## src/rtl/prng33_pkg.sv

```systemverilog
package prng33_pkg;
  localparam int unsigned DEF_W      = 32;
  localparam int unsigned DEF_SHL    = 12;
  localparam int unsigned DEF_SHR    = 20;
  localparam logic [31:0] DEF_LO_RST = 32'h5555_5555;
  localparam logic        DEF_HI_RST = 1'b1;

  typedef enum logic {
    SH_LEFT  = 1'b0,
    SH_RIGHT = 1'b1
  } shdir_e;
endpackage

```

## src/rtl/prng33_rotate.sv

```systemverilog
module prng33_rotate #(
  parameter int unsigned W = 32
) (
  input  logic [W-1:0] lo_i,
  input  logic         hi_i,
  output logic [W-1:0] rot_o,
  output logic         out_bit_o
);
  // one-place right rotation of the {hi, lo} register
  always_comb begin
    rot_o     = {hi_i, lo_i[W-1:1]};
    out_bit_o = lo_i[0];
  end
endmodule

```

## src/rtl/prng33_xorshift.sv

```systemverilog
module prng33_xorshift #(
  parameter int unsigned     W     = 32,
  parameter int unsigned     SHIFT = 12,
  parameter prng33_pkg::shdir_e DIR = prng33_pkg::SH_LEFT
) (
  input  logic [W-1:0] base_i,
  input  logic [W-1:0] src_i,
  output logic [W-1:0] mix_o
);
  generate
    if (DIR == prng33_pkg::SH_LEFT) begin : g_left
      always_comb mix_o = base_i ^ (src_i << SHIFT);
    end else begin : g_right
      always_comb mix_o = base_i ^ (src_i >> SHIFT);
    end
  endgenerate
endmodule

```

## src/rtl/prng33_state.sv

```systemverilog
module prng33_state #(
  parameter int unsigned W      = 32,
  parameter logic [W-1:0] LO_RST = '0,
  parameter logic         HI_RST = 1'b1
) (
  input  logic         clk,
  input  logic         rst,
  input  logic         step_i,
  input  logic         seed_load_i,
  input  logic [W:0]   seed_i,
  input  logic [W-1:0] next_lo_i,
  input  logic         next_hi_i,
  output logic [W-1:0] lo_q,
  output logic         hi_q,
  output logic         valid_q
);
  always_ff @(posedge clk) begin
    if (rst) begin
      lo_q    <= LO_RST;
      hi_q    <= HI_RST;
      valid_q <= 1'b0;
    end else begin
      valid_q <= 1'b0;
      if (seed_load_i) begin
        lo_q <= seed_i[W-1:0];
        hi_q <= seed_i[W];
      end else if (step_i) begin
        lo_q    <= next_lo_i;
        hi_q    <= next_hi_i;
        valid_q <= 1'b1;
      end
    end
  end
endmodule

```

## src/rtl/prng33_gen.sv

```systemverilog
module prng33_gen #(
  parameter int unsigned  W      = prng33_pkg::DEF_W,
  parameter int unsigned  SHL    = prng33_pkg::DEF_SHL,
  parameter int unsigned  SHR    = prng33_pkg::DEF_SHR,
  parameter logic [W-1:0] LO_RST = W'(prng33_pkg::DEF_LO_RST),
  parameter logic         HI_RST = prng33_pkg::DEF_HI_RST
) (
  input  logic         clk,
  input  logic         rst,
  input  logic         step_i,
  input  logic         seed_load_i,
  input  logic [W:0]   seed_i,
  output logic [W-1:0] rand_o,
  output logic         hi_o,
  output logic         valid_o
);
  localparam int unsigned STATE_W = W + 1;

  logic [W-1:0] lo_q, rot_w, mix1_w, mix2_w;
  logic         hi_q, valid_q, shout_w;
  logic [STATE_W-1:0] next_state_w;

  prng33_rotate #(.W(W)) u_rot (
    .lo_i(lo_q), .hi_i(hi_q), .rot_o(rot_w), .out_bit_o(shout_w)
  );

  prng33_xorshift #(.W(W), .SHIFT(SHL), .DIR(prng33_pkg::SH_LEFT)) u_mix1 (
    .base_i(rot_w), .src_i(lo_q), .mix_o(mix1_w)
  );

  prng33_xorshift #(.W(W), .SHIFT(SHR), .DIR(prng33_pkg::SH_RIGHT)) u_mix2 (
    .base_i(mix1_w), .src_i(mix1_w), .mix_o(mix2_w)
  );

  assign next_state_w = {shout_w, mix2_w};

  prng33_state #(.W(W), .LO_RST(LO_RST), .HI_RST(HI_RST)) u_state (
    .clk(clk), .rst(rst), .step_i(step_i), .seed_load_i(seed_load_i),
    .seed_i(seed_i), .next_lo_i(next_state_w[W-1:0]),
    .next_hi_i(next_state_w[STATE_W-1]),
    .lo_q(lo_q), .hi_q(hi_q), .valid_q(valid_q)
  );

  assign rand_o  = lo_q;
  assign hi_o    = hi_q;
  assign valid_o = valid_q;
endmodule

```

## config.mk

```make
export PLATFORM = sky130hd
export DESIGN_NAME = prng33_gen
export DESIGN_NICKNAME = d
export VERILOG_FILES = /design/src/rtl/prng33_pkg.sv /design/src/rtl/prng33_rotate.sv /design/src/rtl/prng33_xorshift.sv /design/src/rtl/prng33_state.sv /design/src/rtl/prng33_gen.sv
export SDC_FILE = /design/constraint.sdc
export NUM_CORES = 1
export LEC_CHECK = 0
export ABC_AREA = 1
export BUFFER_PORTS_ARGS = -buffer_cell sky130_fd_sc_hd__buf_2
export CAP_MARGIN = 20
export CORE_ASPECT_RATIO = 2
export CORE_UTILIZATION = 30
export DETAILED_ROUTE_END_ITERATION = 10
export HOLD_SLACK_MARGIN = 0.08
export PLACE_DENSITY_LB_ADDON = 0.12
export SLEW_MARGIN = 10
export SYNTH_ARGS = -nofsm -noshare
export SYNTH_HDL_FRONTEND = slang
export SYNTH_SLANG_ARGS = --single-unit
```

## constraint.sdc

```tcl
create_clock -name clk -period 1.5 [get_ports clk]
set_input_delay 0 -clock clk [delete_from_list [all_inputs] [get_ports clk]]
set_output_delay 0 -clock clk [all_outputs]
set_load 0.02 [all_outputs]
```

==> impl_metrics.sql <==
INSERT INTO impl_metrics (metric_group, metric, value, unit) VALUES
('sta', 'final_hold_viol_count', '0', ''),
('floorplan', 'dieWidth', '59.4', 'µm'),
('sta', 'rsz0062_at_grt', 'false', ''),
('worst_hold_path', 'min-delay-path-class', 'in2reg', ''),
('global_route', 'number_of_global_route_vias_before_repair', '2188', ''),
('logic_synthesis', 'ys_warn_count', '0', ''),
('finish', 'post_layout_nonfiller_instances', '513', ''),
('logic_synthesis', 'yosys_reg_bits', '34', ''),
('run_status', 'run_status', 'completed', ''),
('routing', 'detail_route.first_pass.iterations', '4', ''),
('floorplan', 'design.portCount', '71', ''),
('finish', 'final_cell_area', '0.00287', 'mm²'),
('sta', 'setup_violations', '0', ''),
('global_route', 'grt_start_max_net_pins', '34', ''),
('clocking', 'clockBufferDepth', '2', ''),
('clocking', 'htreeDepth', '2', ''),
('worst_setup_path', 'crit_arrival', '1150', 'ps'),
('logic_synthesis', 'syn-num-nets', '364', ''),
('pwr', 'internal-power', '2.03', 'mW'),
('worst_setup_path', 'criticalPathCategory', 'reg2reg', ''),
('global_route', 'wire_length_of_the_first_global_routing_pass', '10200', 'µm'),
('logic_synthesis', 'synth.most_common_cell', 'nand2_1', ''),
('global_route', 'track_usage', '0.197', ''),
('clocking', 'cts_root_buffer', 'clkbuf_16', ''),
('pwr', 'pwr_density_cell', '1020', 'mW/mm²'),
('worst_setup_path', 'critPathCaptureType', 'register', ''),
('clocking', 'numClockSinks', '34', ''),
('clocking', 'worst_setup_hold_path_clk_slew', '60', 'ps'),
('sta', 'tightest_slew', '775', 'ps'),
('worst_setup_path', 'cp_max_fo', '6', ''),
('floorplan', 'placement_rows', '41', ''),
('floorplan', 'effective_utilization_at_floorplan', '0.311', ''),
('place', 'io_buffer_count', '70', ''),
('floorplan', 'coreArea', '0.00636', 'mm²'),
('worst_setup_path', 'worst_r2r_startpoint', 'u_state.lo_q[16]$_SDFFE_PP1P_', ''),
('pwr', 'power_leakage', '1.51', 'nW'),
('pwr', 'netSwitchingPower', '0.883', 'mW'),
('worst_setup_path', 'timing.critical_path.from', 'u_state.lo_q[16]$_SDFFE_PP1P_', ''),
('logic_synthesis', 'netlist_area', '0.00198', 'mm²'),
('worst_setup_path', 'critical_path_required', '1670', 'ps'),
('pwr', 'netSwitchingFraction', '0.303', ''),
('clocking', 'tritoncts.num_buffers', '5', ''),
('floorplan', 'die_height', '117', 'µm'),
('place', 'dpl.cell_count', '473', ''),
('logic_synthesis', 'netlist_top_cells_count', 'nand2_1, nand3_1, inv_1, a21oi_1, dfxtp_1', ''),
('place', 'globalplace.congestion', '0.776', ''),
('sta', 'clock.fmax', '1020', 'MHz'),
('pwr', 'power.share.clock', '0.403', ''),
('worst_setup_path', 'setup.worst_path.start_class', 'register', ''),
('logic_synthesis', 'synth_edf_count', '0', ''),
('clocking', 'cts-resized-gates', '0', ''),
('routing', 'wl_final', '6430', 'µm'),
('finish', 'layout-drive-gt1-share', '0.201', ''),
('routing', 'drt_iter0_drc', '83', ''),
('logic_synthesis', 'syn_area_per_cell', '6.05', 'µm²'),
('logic_synthesis', 'yosys-top-cells-area', 'dfxtp_1, nand2_1, nand3_1', ''),
('clocking', 'cts.hold.buffers_added', '32', ''),
('sta', 'setup_total_negative_slack', '0', 'ps'),
('logic_synthesis', 'synth_top_area_frac', '0.344', ''),
('global_route', 'grt_antenna_before_repair', '0', ''),
('finish', 'num_antenna_cells', '0', ''),
('logic_synthesis', 'synthFlopType', 'dfxtp_1', ''),
('finish', 'finish.net_count', '463', ''),
('logic_synthesis', 'netlist-cell-type-count', '15', ''),
('routing', 'ant_nets', '0', ''),
('pwr', 'combinationalPowerShare', '0.223', ''),
('place', 'hpwlAfterDp', '4610', 'µm'),
('worst_hold_path', 'timing.hold.worst.start', 'seed_i[13]', ''),
('sta', 'finalMaxSlewViolations', '0', ''),
('clocking', 'cts_setup_buffers', '0', ''),
('place', 'placed_cell_area', '0.00238', 'mm²');
==> power by group through the flow <==
| stage | Clock [mW] | Sequential [mW] | Combinational, mW |
|---|---|---|---|
| after floorplan | 0 | 1.17 | 0.320 |
| after global placement | 0 | 1.11 | 0.589 |
| after detailed placement | 0 | 1.11 | 0.592 |
| after CTS | 1.20 | 1.09 | 0.658 |
| after global routing | 1.23 | 1.11 | 0.731 |
| final | 1.18 | 1.09 | 0.650 |
==> worst max-delay path, cell delays in order (launching register included) <==
cell and delay [ps]:
dfxtp_1 430, inv_1 120, nand2_1 100, nand3_1 70
nand3_1 100, nand2_1 50
==> layer usage <==
| layer | global-route usage | vias up | routed length, µm |
|---|---|---|---|
| met3 | 0.0231 | 10 | 202 |
| met1 | 0.212 | 1068 | 2550 |
| met5 | 0 | - | 0 |
| met2 | 0.370 | 56 | 3540 |
| li1 | - | 1235 | - |
| met4 | 0.0873 | 0 | 138 |
==> path summary, 6_finish.rpt <==
| kind | cells after the start | slack, ps | end |
|---|---|---|---|
| max reg2reg | 5 | 520 | u_state.lo_q[8]$_SDFFE_PP1P_ |
| min reg2reg | 2 | 520 | u_state.lo_q[20]$_SDFFE_PP1P_ |
| min | 5 | 90 | u_state.lo_q[13]$_SDFFE_PP0P_ |
| max | 5 | 520 | u_state.lo_q[8]$_SDFFE_PP1P_ |
==> sequential cells by signal, indices dropped and copies added, names as in the netlist <==
name	flops
u_state.valid_q	1
u_state.lo_q	32
u_state.hi_q	1
==> placed cells by master, fill, tap and decap left out <==
master         instances
nor2_4                 2
nand3_1               56
nand2_2                1
buf_4                  3
inv_2                  2
nor2_1                 1
o21ai_1                7
dlygate4sd3_1         32
clkinv_2               2
a21oi_1               34
xnor2_1                4
inv_1                 40
nand3b_1               3
dfxtp_1               34
buf_2                 70
bufinv_16              1
nand2_1              130
clkbuf_16              5
==> per-stage QoR <==
stage / setup WS [ps] / hold WS (ps)
finish: 517 / 86.9
global route: 412 / 139
CTS: 488 / 87.5
detailed placement: 234 / 233
global placement: 271 / 230
floorplan: 524 / 137
==> layout make-up <==
| type | count | area [µm²] |
|---|---|---|
| Clock buffer | 5 | 125 |
| Inverter | 42 | 158 |
| Timing Repair Buffer | 105 | 693 |
| Multi-Input combinational cell | 238 | 1060 |
| Sequential cell | 34 | 681 |
| Tap cell | 86 | 108 |
| Fill cell | 718 | 3490 |
| Clock inverter | 3 | 40.0 |
==> kinds of logic (layout without fill, tap and decap cells) <==
logic type | Yosys count | in the layout | share of synthesized area
buffers and inverters | 55 | 155 | 0.119
AO/OA/AOI/OAI | 41 | 41 | 0.104
flip-flops | 34 | 34 | 0.344
XOR/XNOR | 4 | 4 | 0.0177
AND/OR/NAND/NOR | 193 | 193 | 0.416
Power figures use the tool's default switching activity.
